--- src/rtl/spim_pkg.sv ---
package spim_pkg;
  localparam int WORD_W   = 32;
  localparam int LCODE_W  = 4;
  localparam int CLEN_W   = 6;
  localparam int MIN_CHAR = 4;

  localparam int B_LOOP  = 30;
  localparam int B_MSBF  = 26;
  localparam int B_MSTR  = 25;
  localparam int B_EN    = 24;
  localparam int B_LEN_L = 20;
  localparam int B_PRE_L = 16;
  localparam int B_RXNE  = 9;
  localparam int B_TXNF  = 8;

  localparam logic [2:0] A_MODE  = 3'd0;
  localparam logic [2:0] A_EVENT = 3'd1;
  localparam logic [2:0] A_MASK  = 3'd2;
  localparam logic [2:0] A_TX    = 3'd3;
  localparam logic [2:0] A_RX    = 3'd4;

  function automatic logic [CLEN_W-1:0] char_len(input logic [LCODE_W-1:0] code);
    if (code == '0) return CLEN_W'(WORD_W);
    else if (int'(code) + 1 < MIN_CHAR) return CLEN_W'(MIN_CHAR);
    else return CLEN_W'(int'(code) + 1);
  endfunction

  function automatic int half_period(input int pre);
    return 2 * (pre + 1);
  endfunction

  function automatic logic [WORD_W-1:0] len_mask(input logic [CLEN_W-1:0] len);
    logic [2*WORD_W-1:0] one;
    one = 1;
    return WORD_W'((one << len) - 1);
  endfunction

  function automatic logic [WORD_W-1:0] tx_align(input logic [WORD_W-1:0] d,
                                                 input logic [CLEN_W-1:0] len,
                                                 input logic msb_first);
    if (msb_first) return d << (WORD_W - int'(len));
    else return d;
  endfunction

  function automatic logic [WORD_W-1:0] rx_justify(input logic [WORD_W-1:0] raw,
                                                   input logic [CLEN_W-1:0] len,
                                                   input logic msb_first);
    if (msb_first) return raw & len_mask(len);
    else return raw >> (WORD_W - int'(len));
  endfunction
endpackage

--- src/rtl/spim_clkdiv.sv ---
module spim_clkdiv #(
  parameter int PRE_W = 4
) (
  input  logic             clk,
  input  logic             rst_n,
  input  logic             restart,
  input  logic             run,
  input  logic [PRE_W-1:0] pre,
  output logic             tick
);
  localparam int CNT_W = PRE_W + 2;

  logic [CNT_W-1:0] half_q;
  logic [CNT_W-1:0] cnt_q;

  always_ff @(posedge clk or negedge rst_n) begin
    if (!rst_n) begin
      half_q <= CNT_W'(2);
      cnt_q  <= '0;
    end else begin
      if (restart) half_q <= CNT_W'(spim_pkg::half_period(int'(pre)));
      if (restart || !run || tick) cnt_q <= '0;
      else cnt_q <= cnt_q + 1'b1;
    end
  end

  assign tick = run && (cnt_q == half_q - 1'b1);

  p_cnt_bound_r2: assert property (@(posedge clk) disable iff (!rst_n)
    cnt_q < half_q);
  p_tick_spaced_r2: assert property (@(posedge clk) disable iff (!rst_n)
    tick |=> !tick);
endmodule

--- src/rtl/spim_shifter.sv ---
module spim_shifter
  import spim_pkg::*;
(
  input  logic               clk,
  input  logic               rst_n,
  input  logic               start,
  input  logic [WORD_W-1:0]  tx_data,
  input  logic [LCODE_W-1:0] len_code,
  input  logic               msb_first,
  input  logic               loop_en,
  input  logic               miso,
  input  logic               tick,
  output logic               busy,
  output logic               sck,
  output logic               mosi,
  output logic               last_cap,
  output logic [WORD_W-1:0]  rx_word
);
  logic                busy_q, tail_q, sck_q, msb_q, loop_q;
  logic [CLEN_W-1:0]   len_q, bitcnt_q;
  logic [WORD_W-1:0]   sr_tx_q, sr_rx_q, rx_shift;
  logic                in_bit;

  assign mosi     = msb_q ? sr_tx_q[WORD_W-1] : sr_tx_q[0];
  assign in_bit   = loop_q ? mosi : miso;
  assign rx_shift = msb_q ? {sr_rx_q[WORD_W-2:0], in_bit} : {in_bit, sr_rx_q[WORD_W-1:1]};
  assign last_cap = busy_q && tick && !tail_q && !sck_q && (bitcnt_q == len_q - 1'b1);
  assign rx_word  = rx_justify(rx_shift, len_q, msb_q);
  assign busy     = busy_q;
  assign sck      = sck_q;

  always_ff @(posedge clk or negedge rst_n) begin
    if (!rst_n) begin
      busy_q   <= 1'b0;
      tail_q   <= 1'b0;
      sck_q    <= 1'b0;
      msb_q    <= 1'b0;
      loop_q   <= 1'b0;
      len_q    <= CLEN_W'(WORD_W);
      bitcnt_q <= '0;
      sr_tx_q  <= '0;
      sr_rx_q  <= '0;
    end else if (!busy_q) begin
      if (start) begin
        busy_q   <= 1'b1;
        tail_q   <= 1'b0;
        sck_q    <= 1'b0;
        msb_q    <= msb_first;
        loop_q   <= loop_en;
        len_q    <= char_len(len_code);
        bitcnt_q <= '0;
        sr_tx_q  <= tx_align(tx_data, char_len(len_code), msb_first);
        sr_rx_q  <= '0;
      end
    end else if (tick) begin
      if (tail_q) begin
        sck_q  <= 1'b0;
        busy_q <= 1'b0;
        tail_q <= 1'b0;
      end else if (!sck_q) begin
        sck_q    <= 1'b1;
        sr_rx_q  <= rx_shift;
        bitcnt_q <= bitcnt_q + 1'b1;
        if (last_cap) tail_q <= 1'b1;
      end else begin
        sck_q   <= 1'b0;
        sr_tx_q <= msb_q ? {sr_tx_q[WORD_W-2:0], 1'b0} : {1'b0, sr_tx_q[WORD_W-1:1]};
      end
    end
  end

  p_idle_low_r2: assert property (@(posedge clk) disable iff (!rst_n)
    !busy_q |-> !sck_q);
  p_bits_bound_r3: assert property (@(posedge clk) disable iff (!rst_n)
    busy_q |-> (bitcnt_q <= len_q));
  p_len_floor_r3: assert property (@(posedge clk) disable iff (!rst_n)
    busy_q |-> (len_q >= CLEN_W'(MIN_CHAR)));
  p_mosi_on_fall_r4: assert property (@(posedge clk) disable iff (!rst_n)
    (busy_q && !tail_q && $past(busy_q) && !$fell(sck_q)) |-> $stable(mosi));
endmodule

--- src/rtl/spim_core.sv ---
module spim_core
  import spim_pkg::*;
#(
  parameter int PRE_W = 4
) (
  input  logic               clk,
  input  logic               rst_n,
  input  logic               reg_wr,
  input  logic [2:0]         reg_addr,
  input  logic [WORD_W-1:0]  reg_wdata,
  output logic [WORD_W-1:0]  reg_rdata,
  output logic               sck,
  output logic               mosi,
  input  logic               miso,
  output logic               irq
);
  logic               m_loop, m_msbf, m_mstr, m_en;
  logic [LCODE_W-1:0] m_len;
  logic [PRE_W-1:0]   m_pre;
  logic               ev_ne, ev_nf, mk_ne, mk_nf;
  logic [WORD_W-1:0]  tx_q, rx_q;
  logic               tx_pend;

  logic               busy, tick, last_cap, start;
  logic [WORD_W-1:0]  rx_word;
  logic               wr_mode, wr_event, wr_mask, wr_tx, tx_accept;

  assign wr_mode   = reg_wr && (reg_addr == A_MODE);
  assign wr_event  = reg_wr && (reg_addr == A_EVENT);
  assign wr_mask   = reg_wr && (reg_addr == A_MASK);
  assign wr_tx     = reg_wr && (reg_addr == A_TX);
  assign tx_accept = wr_tx && m_en && m_mstr;
  assign start     = tx_pend && !busy;

  always_ff @(posedge clk or negedge rst_n) begin
    if (!rst_n) begin
      m_loop <= 1'b0; m_msbf <= 1'b0; m_mstr <= 1'b0; m_en <= 1'b0;
      m_len  <= '0;   m_pre  <= '0;
      ev_ne  <= 1'b0; ev_nf  <= 1'b1;
      mk_ne  <= 1'b0; mk_nf  <= 1'b0;
      tx_q   <= '0;   rx_q   <= '0;
      tx_pend <= 1'b0;
    end else begin
      if (wr_mode) begin
        m_loop <= reg_wdata[B_LOOP];
        m_msbf <= reg_wdata[B_MSBF];
        m_mstr <= reg_wdata[B_MSTR];
        m_en   <= reg_wdata[B_EN];
        m_len  <= reg_wdata[B_LEN_L +: LCODE_W];
        m_pre  <= reg_wdata[B_PRE_L +: PRE_W];
      end
      if (wr_mask) begin
        mk_ne <= reg_wdata[B_RXNE];
        mk_nf <= reg_wdata[B_TXNF];
      end
      ev_ne <= last_cap || (ev_ne && !(wr_event && reg_wdata[B_RXNE]));
      ev_nf <= last_cap || (ev_nf && !(wr_event && reg_wdata[B_TXNF]));
      if (last_cap) rx_q <= rx_word;
      if (tx_accept) tx_q <= reg_wdata;
      if (tx_accept) tx_pend <= 1'b1;
      else if (start) tx_pend <= 1'b0;
    end
  end

  spim_clkdiv #(.PRE_W(PRE_W)) u_div (
    .clk(clk), .rst_n(rst_n), .restart(start), .run(busy), .pre(m_pre), .tick(tick)
  );

  spim_shifter u_shift (
    .clk(clk), .rst_n(rst_n), .start(start), .tx_data(tx_q), .len_code(m_len),
    .msb_first(m_msbf), .loop_en(m_loop), .miso(miso), .tick(tick),
    .busy(busy), .sck(sck), .mosi(mosi), .last_cap(last_cap), .rx_word(rx_word)
  );

  always_comb begin
    reg_rdata = '0;
    case (reg_addr)
      A_MODE: begin
        reg_rdata[B_LOOP] = m_loop;
        reg_rdata[B_MSBF] = m_msbf;
        reg_rdata[B_MSTR] = m_mstr;
        reg_rdata[B_EN]   = m_en;
        reg_rdata[B_LEN_L +: LCODE_W] = m_len;
        reg_rdata[B_PRE_L +: PRE_W]   = m_pre;
      end
      A_EVENT: begin
        reg_rdata[B_RXNE] = ev_ne;
        reg_rdata[B_TXNF] = ev_nf;
      end
      A_MASK: begin
        reg_rdata[B_RXNE] = mk_ne;
        reg_rdata[B_TXNF] = mk_nf;
      end
      A_TX:    reg_rdata = tx_q;
      A_RX:    reg_rdata = rx_q;
      default: reg_rdata = '0;
    endcase
  end

  assign irq = (ev_ne && mk_ne) || (ev_nf && mk_nf);

  p_mask_zero_r10: assert property (@(posedge clk) disable iff (!rst_n)
    (!mk_ne && !mk_nf) |-> !irq);
  p_both_events_r8: assert property (@(posedge clk) disable iff (!rst_n)
    last_cap |=> (ev_ne && ev_nf));
  p_w1c_ne_r9: assert property (@(posedge clk) disable iff (!rst_n)
    (wr_event && reg_wdata[B_RXNE] && !last_cap) |=> !ev_ne);
  p_w1c_nf_r9: assert property (@(posedge clk) disable iff (!rst_n)
    (wr_event && reg_wdata[B_TXNF] && !last_cap) |=> !ev_nf);
  p_ignored_r11: assert property (@(posedge clk) disable iff (!rst_n)
    (wr_tx && !(m_en && m_mstr) && !tx_pend && !busy) |=> !busy);
  p_hold_r12: assert property (@(posedge clk) disable iff (!rst_n)
    (tx_pend && busy) |=> tx_pend);
endmodule

--- config.mk ---
export PLATFORM = sky130hd
export DESIGN_NAME = spim_core
export DESIGN_NICKNAME = d
export VERILOG_FILES = /design/src/rtl/spim_pkg.sv /design/src/rtl/spim_clkdiv.sv /design/src/rtl/spim_shifter.sv /design/src/rtl/spim_core.sv
export SDC_FILE = /design/constraint.sdc
export NUM_CORES = 1
export LEC_CHECK = 0
export CORE_ASPECT_RATIO = 1.4
export CORE_MARGIN = 5
export CORE_UTILIZATION = 45
export CTS_BUF_LIST = sky130_fd_sc_hd__clkbuf_4
export CTS_CLUSTER_DIAMETER = 150
export DETAILED_ROUTE_END_ITERATION = 7
export PLACE_DENSITY = 0.64
export SYNTH_ARGS = -nofsm -noshare
export SYNTH_HDL_FRONTEND = slang
export SYNTH_SLANG_ARGS = --single-unit
--- constraint.sdc ---
create_clock -name clk -period 5.55 [get_ports clk]
set_clock_uncertainty 0.2 [all_clocks]
set_input_delay 1.11 -clock clk [delete_from_list [all_inputs] [get_ports clk]]
set_output_delay 1.11 -clock clk [all_outputs]
set_load 0.05 [all_outputs]
==> Word level (Yosys, flattened, before mapping) <==
Cells that the tools add are included.
{ "totals": {"word_cells": 133, "output_inout_bits": 35, "inputBits": 39, "reg_bits": 173} }
{ "op_classes": {"muxes": 48, "eq_ne": 10, "addsub": 9, "shift": 3, "n_bitwise": 2, "magnitude_cmp": 1, "n_reduce_logical": 36} }
{ "op_table": {"columns": ["op", "n"], "rows": [
  ["two-way mux 32 bit", 14],
  ["two-way mux 6 bit", 10],
  ["one-hot mux 11 bit (3 select lines)", 1],
  ["bitwise AND 32 bit", 1],
  ["< comparator 32 x 4 -> 1 bit, second input constant", 1],
  ["left shift 1 x 6 -> 32 bit, first input constant", 1],
  ["left shift 32 x 32 -> 32 bit", 1],
  ["right shift 32 x 32 -> 32 bit", 1],
  ["subtractor 32 x 1 -> 32 bit, second input constant", 1],
  ["logical AND 1 bit", 18],
  ["two-way mux 1 bit", 17],
  ["one-hot mux 8 bit (2 select lines)", 1],
  ["subtractor 6 x 6 -> 7 bit, first input constant", 2],
  ["adder 6 x 1 -> 6 bit, second input constant", 2],
  ["equality test 6 bit", 2],
  ["one-hot mux 6 bit (2 select lines)", 1],
  ["subtractor 6 x 1 -> 6 bit, second input constant", 2],
  ["adder 4 x 1 -> 5 bit, second input constant", 2],
  ["inequality test 2 bit, second input constant", 4],
  ["one-hot mux 2 bit (4 select lines)", 1],
  ["AND reduction 4 bit", 2],
  ["equality test 3 x 2 -> 1 bit, second input constant", 2],
  ["one-hot mux 3 bit (2 select lines)", 1],
  ["logical NOT 1 bit", 5],
  ["10 further kinds", 16]
]} }

==> Logic depth before layout (Yosys ltp) <==
Gate-level depths: netlist of run 1.
{ "depth": {"word_depth": 12, "depth_mapped": 18, "depth_no_buf": 15} }

==> Cells and area by module <==
From an unflattened synthesis of run 1, not the netlist that was laid out.
{ "hier_totals": {"hier_cells": 1544, "area_unflattened_um2": 14177.3} }
{ "by_module_without_submodules": {"columns": ["module", "seq_area_each_um2", "instances", "area_per_inst_um2", "cells_per_inst"], "rows": [
  ["spim_shifter", 2028.2, 1, 9814.4, 1224],
  ["spim_core", 2028.2, 1, 3704.8, 256],
  ["spim_clkdiv", 276.5, 1, 658.1, 64]
]} }

==> Worst setup path before layout of run 1 <==
OpenSTA, ideal clock, no wires.
{ "synth_path": {"path_type": "in2out", "startpoint": "in reg_addr[2]", "endpoint": "out reg_rdata[16]", "slack_ps": 1228, "arrival_ps": 3012, "stages": 4, "required_ps": 4240, "path_buffers": 2, "cell_sequence": "clkbuf_1 -> buf_1 -> mux2i_1 -> o21ai_0"} }
{ "synth_via": {"elab_chain_cells": 2, "elab_cells_between_ends": 4} }
{ "synth_lines": {"columns": ["item", "line_no", "rtl"], "rows": [
  ["start, declared", "spim_core.sv:9", "input logic [2:0] reg_addr,"],
  ["equality test 3 bit (tied with other cells)", "spim_core.sv:77", "case (reg_addr)"],
  ["one-hot mux 11 bit (3 select lines) (*)", "spim_core.sv:77", null],
  ["end, declared", "spim_core.sv:11", "output logic [WORD_W-1:0] reg_rdata,"]
]} }
Every way passes the cells marked *; elsewhere a longest branch is shown, timed or not.

==> Worst setup path in the final report of run 1 <==
{ "layout_path": {"startpoint": "reg m_len[0]", "endpoint": "reg u_shift.sr_tx_q[30]"} }
{ "layout_via": {"elab_chain_cells": 11, "elab_cells_between_ends": 12} }
{ "layout_lines": {"columns": ["item", "line_no", "rtl"], "rows": [
  ["start, declared", "spim_core.sv:18", "logic [LCODE_W-1:0] m_len;"],
  ["start signal, assigned", "spim_core.sv:49", "m_len <= reg_wdata[B_LEN_L +: LCODE_W];"],
  ["adder 4 x 1 -> 5 bit", "spim_pkg.sv:24, spim_pkg.sv:25", null],
  ["< comparator 32 x 4 -> 1 bit", "spim_pkg.sv:24", "else if (int'(code) + 1 < MIN_CHAR) return CLEN_W'(MIN_CHAR);"],
  ["two-way mux 6 bit", "spim_pkg.sv:24", null],
  ["two-way mux 6 bit (*)", "spim_pkg.sv:23", "if (code == '0) return CLEN_W'(WORD_W);"],
  ["two-way mux 6 bit (*)", "spim_shifter.sv:44", "if (start) begin"],
  ["two-way mux 6 bit (*)", "spim_shifter.sv:43", "end else if (!busy_q) begin"],
  ["subtractor 6 x 6 -> 7 bit (*)", "spim_pkg.sv:41", "if (msb_first) return d << (WORD_W - int'(len));"],
  ["left shift 32 x 32 -> 32 bit (*)", "spim_pkg.sv:41", null],
  ["two-way mux 32 bit (*)", "spim_pkg.sv:41", null],
  ["two-way mux 32 bit (*)", "spim_shifter.sv:44", null],
  ["two-way mux 32 bit (*)", "spim_shifter.sv:43", null],
  ["end signal, assigned", "spim_shifter.sv:52", "sr_tx_q <= tx_align(tx_data, char_len(len_code), msb_first);"],
  ["end signal, assigned", "spim_shifter.sv:67", "sr_tx_q <= msb_q ? {sr_tx_q[WORD_W-2:0], 1'b0} : {1'b0, sr_tx_q[WORD_W-1:1]};"],
  ["end, declared", "spim_shifter.sv:21", "logic [WORD_W-1:0] sr_tx_q, sr_rx_q, rx_shift;"]
]} }
Every way passes the cells marked *; elsewhere a longest branch is shown, timed or not. The select of a mux whose other input is x is not followed.
A chain may end at the register's enable or synchronous reset.

==> impl_metrics.env, run 1 <==
export IMPL_fmax_mhz=205
export IMPL_area_delta_synth_final_pct=11.5
export IMPL_cts_path_max_buffers=2
export IMPL_start_util_pct=45.3
export IMPL_dpl_cell_area_mm2=0.0152
export IMPL_syn_inst=1597
export IMPL_critPathRequiredTime_ps=5950
export IMPL_cp_start_kind="flop"
export IMPL_io_buffers=73
export IMPL_vias=13401
export IMPL_leakage_nw=5.92
export IMPL_vias_per_cell=6.70
export IMPL_gp_congestion=1.04
export IMPL_outcome="finished clean"
export IMPL_synth_async_reset_ratio_pct=100
export IMPL_grt_start_max_net_pins=112
export IMPL_multi_input_comb_area_mm2=0.00888
export IMPL_power_density_mw_per_mm2=483
export IMPL_globalRoute_totalOverflow=0
export IMPL_synth_top_area_cell="dfrtp_1"
export IMPL_wl_um=53900
export IMPL_grt_pass1_vias=12833
export IMPL_fillCellCount=2917
export IMPL_clk_pin_slew_ps=170
export IMPL_hold_buffers=0
export IMPL_hold_violations=0
export IMPL_rows=76
export IMPL_die_w_um=158
export IMPL_drt_pass1_iter_count=5
export IMPL_post_cts_buffers=0
export IMPL_worstPathMaxFanout=24
export IMPL_fin_area_mm2=0.0155
export IMPL_route_detailed_drc=0
export IMPL_synth_seq_cells=173
export IMPL_yosysWarnings=0
export IMPL_synth_top_cells_by_area="dfrtp_1 31%, mux2i_1 8.2%, mux4_2 6.2%, nand2_1 5.8%, mux2_2 5.5%"
export IMPL_dp_hpwl_um=40300
export IMPL_worst_slew_pin_slew_ps=1160
export IMPL_cp_end_kind="flop"
export IMPL_slew_violations=0
export IMPL_nets=1648
export IMPL_met2_length_um=26100
export IMPL_min_path_type="in -> async"
export IMPL_power_total_w=0.00747
export IMPL_synth_common_cells="214 x nand2_1, 170 x dfrtp_1, 117 x nor2_1, 114 x mux2i_1, 107 x a21oi_1"
export IMPL_wl_per_cell_um=26.9
export IMPL_met3RoutedLength_um=3130
export IMPL_postRouteAntennaNets=0
export IMPL_synthFlopType="dfrtp_1"
export IMPL_post_cts_resized=0
export IMPL_path_class="reg -> reg"
export IMPL_layout_cells_non_filler=1999
export IMPL_maxSlewHeadroom_pct=22.3
export IMPL_maxCapViolations=0
export IMPL_synth_cell_types=86
export IMPL_wl_met1_um=19900
export IMPL_track_usage_pct=31.3
export IMPL_top_layer="met4"
export IMPL_syn_avg_cell_area_um2=8.68
export IMPL_fp_dieH_um=218
export IMPL_synth_edf_count=0
export IMPL_syn_area_mm2=0.0139
export IMPL_insertion_delay_ps=660
export IMPL_drive_gt1_share_pct=14.6
export IMPL_rsz0062_at_grt="no"
export IMPL_synth_most_common_cell="nand2_1"
export IMPL_dp_cells=1966
export IMPL_ios=74
export IMPL_die_area_mm2=0.0345
export IMPL_tns_ps=0
export IMPL_synth_nets=1650
export IMPL_ys_seq_area_share_pct=31.3
export IMPL_cts_buffers=17
export IMPL_seq_area_mm2=0.00434
export IMPL_ir_worst_vdd_v=0.000291
export IMPL_drt_iter0_drc=1385
export IMPL_antenna_found_initial=1
export IMPL_cts_num_sinks=173
export IMPL_coreArea_mm2=0.0306
export IMPL_grt_pass1_wl_um=81200
export IMPL_fin_crit_ps=4880
export IMPL_root_buffer="clkbuf_4"
export IMPL_setup_violations=0
export IMPL_cts_tree="done"
export IMPL_min_period_over_period_pct=88.0
export IMPL_yosysTopAreaCellShare_pct=30.7
export IMPL_arrival_ps=5280
export IMPL_cts_htree_levels=4
## path summary, 6_finish.rpt
path	startpoint	end	slack, ps	depth (start not counted)
setup / recovery	m_len[0]	u_shift.sr_tx_q[30]	670	14
max in group asynchronous	rst_n	u_shift.msb_q	3840	2
min in group clk	ev_nf	ev_nf	300	2
hold / removal	rst_n	tx_q[5]	190	1
hold reg to reg	ev_nf	ev_nf	300	2
setup reg to reg	m_len[0]	u_shift.sr_tx_q[30]	670	14
## layout by cell type (no fill, tap or decap), types with 9 or more instances in the layout
| cell type | instances |
|---|---|
| nor2b_1 | 10 |
| o21ai_0 | 101 |
| ha_1 | 14 |
| clkbuf_4 | 18 |
| xnor2_1 | 16 |
| nand2b_1 | 9 |
| mux2i_1 | 114 |
| o211ai_1 | 13 |
| buf_12 | 31 |
| xor2_1 | 20 |
| a31oi_1 | 26 |
| a32oi_1 | 30 |
| inv_1 | 26 |
| a221oi_1 | 10 |
| a21oi_1 | 107 |
| nand2_1 | 214 |
| a22o_1 | 28 |
| nand3_1 | 63 |
| mux2_2 | 68 |
| o31ai_1 | 36 |
| buf_4 | 40 |
| nor3_1 | 32 |
| clkdlybuf4s50_1 | 42 |
| dfrtp_1 | 169 |
| or3_1 | 10 |
| nor2_1 | 117 |
| mux4_2 | 38 |
## area by class of cell
cell class	instances	share of cell area, %
Timing Repair Buffer	114	8.75
Tap cell	390	3.16
Inverter	32	0.777
Sequential cell	173	28.1
Antenna cell	1	0.0162
Clock inverter	14	0.955
Clock buffer	18	0.874
Multi-Input combinational cell	1257	57.4
## sequential cells by signal, indices dropped and copies added (netlist names), 4 cells and up
signal / flops
m_len: 4
m_pre: 4
rx_q: 32
tx_q: 32
u_div.cnt_q: 6
u_div.half_q: 5
u_shift.bitcnt_q: 6
u_shift.len_q: 6
u_shift.sr_rx_q: 32
u_shift.sr_tx_q: 32
## kinds of logic (layout without fill, tap and decap cells)
| kind of cell | count (synthesis) | in the layout | share of synthesized area [%] |
|---|---|---|---|
| and+or+nand+nor | 517 | 517 | 17.0 |
| AOI/OAI and AO/OA | 469 | 469 | 23.3 |
| muxes | 220 | 220 | 19.9 |
| DFF | 173 | 173 | 31.3 |
| buffers and inverters | 167 | 178 | 4.90 |
| xor gates and xnor gates | 37 | 37 | 2.34 |
| adders and majority gates | 14 | 14 | 1.26 |
| other | 0 | 1 | 0 |
## routing by layer
metal | GRT usage (%) | vias to the layer above
li1 | - | 5990
met1 | 36.8 | 6573
met2 | 52.0 | 627
met4 | 21.1 | 0
met5 | 0 | -
met3 | 4.73 | 211
## critical path, cell delays in order, from the launching register on
cell,delay (ps)
dfrtp_1,510
inv_1,170
ha_1,290
nor3b_1,90
o31a_1,300
inv_2,190
ha_1,360
or4b_1,330
o41a_4,400
nand3_1,200
mux2_2,330
a222oi_1,730
mux2i_1,240
a311o_1,360
a21oi_1,110
## stage by stage
step,worst slack (ps),hold slack (ps),util (%)
after floorplan,1230,240,-
after global placement,927,264,49.6
after detailed placement,843,274,49.6
after CTS,769,182,50.5
after global routing,398,199,50.5
final,668,187,50.5
## power breakdown
| group | total [W] | leakage, nW | switching, W | internal [W] |
|---|---|---|---|---|
| Clock | 0.000755 | 0.143 | 0.000546 | 0.000209 |
| Sequential | 0.00199 | 2.16 | 0.000514 | 0.00148 |
| Combinational | 0.00473 | 3.62 | 0.00306 | 0.00166 |
| Total | 0.00747 | 5.92 | 0.00412 | 0.00335 |
(Power assumes the default switching activity.)
==> run 2, diff against run 1 <==
- CTS_BUF_LIST: sky130_fd_sc_hd__clkbuf_4 -> sky130_fd_sc_hd__clkbuf_8
==> impl_metrics.env, run 2 (synthesized netlist as in run 1, its figures left out) <==
export IMPL_fp_dieH_um=218
export IMPL_io_buffers=73
export IMPL_path_class="reg -> reg"
export IMPL_cts_num_sinks=173
export IMPL_rsz0062_at_grt="no"
export IMPL_rrSetupSlack_ps=710
export IMPL_start_util_pct=45.3
export IMPL_grt_pass1_vias=12831
export IMPL_clk_pin_slew_ps=110
export IMPL_grt_pass1_wl_um=81600
export IMPL_die_area_mm2=0.0345
export IMPL_fin_crit_ps=4840
export IMPL_final_cell_mix="214 x nand2_1, 169 x dfrtp_1, 117 x nor2_1, 114 x mux2i_1, 107 x a21oi_1"
export IMPL_fmax_mhz=207
export IMPL_met1_usage_pct=37.0
export IMPL_slew_violations=0
export IMPL_worst_slew_pin_slew_ps=1150
export IMPL_leakage_nw=5.97
export IMPL_wl_um=54100
export IMPL_cts_tree="done"
export IMPL_grt_busiest_layer="met2"
export IMPL_cts_path_max_buffers=2
export IMPL_setup_violations=0
export IMPL_use_met2_pct=52.1
export IMPL_hold_slack_ps=294
export IMPL_gp_congestion=1.04
export IMPL_dp_hpwl_um=40300
export IMPL_vias_per_cell=6.69
export IMPL_min_path_type="reg -> reg"
export IMPL_final_common_cell="nand2_1"
export IMPL_outcome="finished clean"
export IMPL_post_cts_buffers=0
export IMPL_min_period_over_period_pct=87.2
export IMPL_globalRoute_totalOverflow=0
export IMPL_postRouteAntennaNets=0
export IMPL_maxCapViolations=0
export IMPL_ios=74
export IMPL_antenna_found_initial=0
export IMPL_rows=76
export IMPL_grt_met3_usage_pct=4.57
export IMPL_ir_worst_vdd_v=0.000303
export IMPL_cts_buffers=17
export IMPL_min_path_cells=2
export IMPL_drive_gt1_share_pct=14.6
export IMPL_area_delta_synth_final_pct=12.3
export IMPL_drt_pass1_iter_count=5
export IMPL_drt_iter0_drc=1399
export IMPL_tns_ps=0
export IMPL_root_buffer="clkbuf_8"
export IMPL_die_w_um=158
export IMPL_power_density_mw_per_mm2=490
export IMPL_route_detailed_drc=0
export IMPL_hold_violations=0
export IMPL_post_cts_resized=0
export IMPL_wl_per_cell_um=27.1
export IMPL_arrival_ps=5110
export IMPL_maxSlewHeadroom_pct=22.7
export IMPL_cp_start_kind="flop"
export IMPL_hold_buffers=0
export IMPL_coreArea_mm2=0.0306
export IMPL_critPathRequiredTime_ps=5820
export IMPL_r2r_start="m_len[0]"
export IMPL_reg2reg_to="u_shift.sr_tx_q[30]"
export IMPL_track_usage_pct=31.4
export IMPL_grt_start_max_net_pins=112
export IMPL_vias=13362
export IMPL_nets=1648
export IMPL_reg2reg_depth=14
export IMPL_cp_end_kind="flop"
export IMPL_n_antenna_cell=0
export IMPL_hold_start="ev_nf"
export IMPL_insertion_delay_ps=530
export IMPL_cts_htree_levels=4
export IMPL_worstPathMaxFanout=24
export IMPL_fin_util_pct=50.8
export IMPL_min_to="ev_nf"
[run 2: layout make-up]
class | instances | area, um2
repair buffers | 114 | 1350
well taps | 390 | 488
flip-flops and latches | 173 | 4340
fillers | 2909 | 15100
clock inverters | 15 | 151
clock buffers | 17 | 234
multi-input cells | 1257 | 8880
inverters | 32 | 120
[run 2: report_power, final]
group          leakage (nW)  internal (W)  switching, W  total, W
combinational          3.62       0.00166       0.00306   0.00473
sequential             2.16       0.00148      0.000514   0.00199
clock                 0.187      0.000334      0.000574  0.000908
total                  5.97       0.00348       0.00415   0.00763
[run 2: worst max path at each step]
stage / start / endpoint / cells after the start
finish: m_len[0] / u_shift.sr_tx_q[30] / 14
CTS: m_len[0] / u_shift.sr_tx_q[30] / 14
detailed placement: m_len[0] / u_shift.sr_tx_q[30] / 14
global placement: m_len[0] / u_shift.sr_tx_q[30] / 13
global route: m_len[0] / u_shift.sr_tx_q[30] / 14
floorplan: reg_addr[2] / reg_rdata[16] / 4
[run 2: routing by layer]
| metal | part of all wire [%] | vias up | wire length, um |
|---|---|---|---|
| met4 | 8.6 | 0 | 4630 |
| met5 | 0 | - | 0 |
| met3 | 6.0 | 190 | 3240 |
| met2 | 49 | 625 | 26300 |
| li1 | - | 5973 | - |
| met1 | 37 | 6574 | 19900 |
[run 2: worst max-delay path, stage by stage, from the launching register on]
cell      delay (ps)
dfrtp_1          500
inv_1            170
ha_1             280
nor3b_1           90
o31a_1           300
inv_2            190
ha_1             360
or4b_1           340
o41a_4           400
nand3_1          200
mux2_2           330
a222oi_1         700
mux2i_1          230
a311o_1          360
a21oi_1          110
[run 2: metrics by stage]
stage / instance area [um2] / power, W / cells / setup WS, ps
after floorplan: 13900 / 0.00503 / 1597 / 1230
after global placement: 15200 / 0.00661 / 1966 / 927
after detailed placement: 15200 / 0.00660 / 1966 / 843
after CTS: 15600 / 0.00752 / 1998 / 780
after global routing: 15600 / 0.00800 / 1998 / 404
final: 15600 / 0.00763 / 1998 / 710
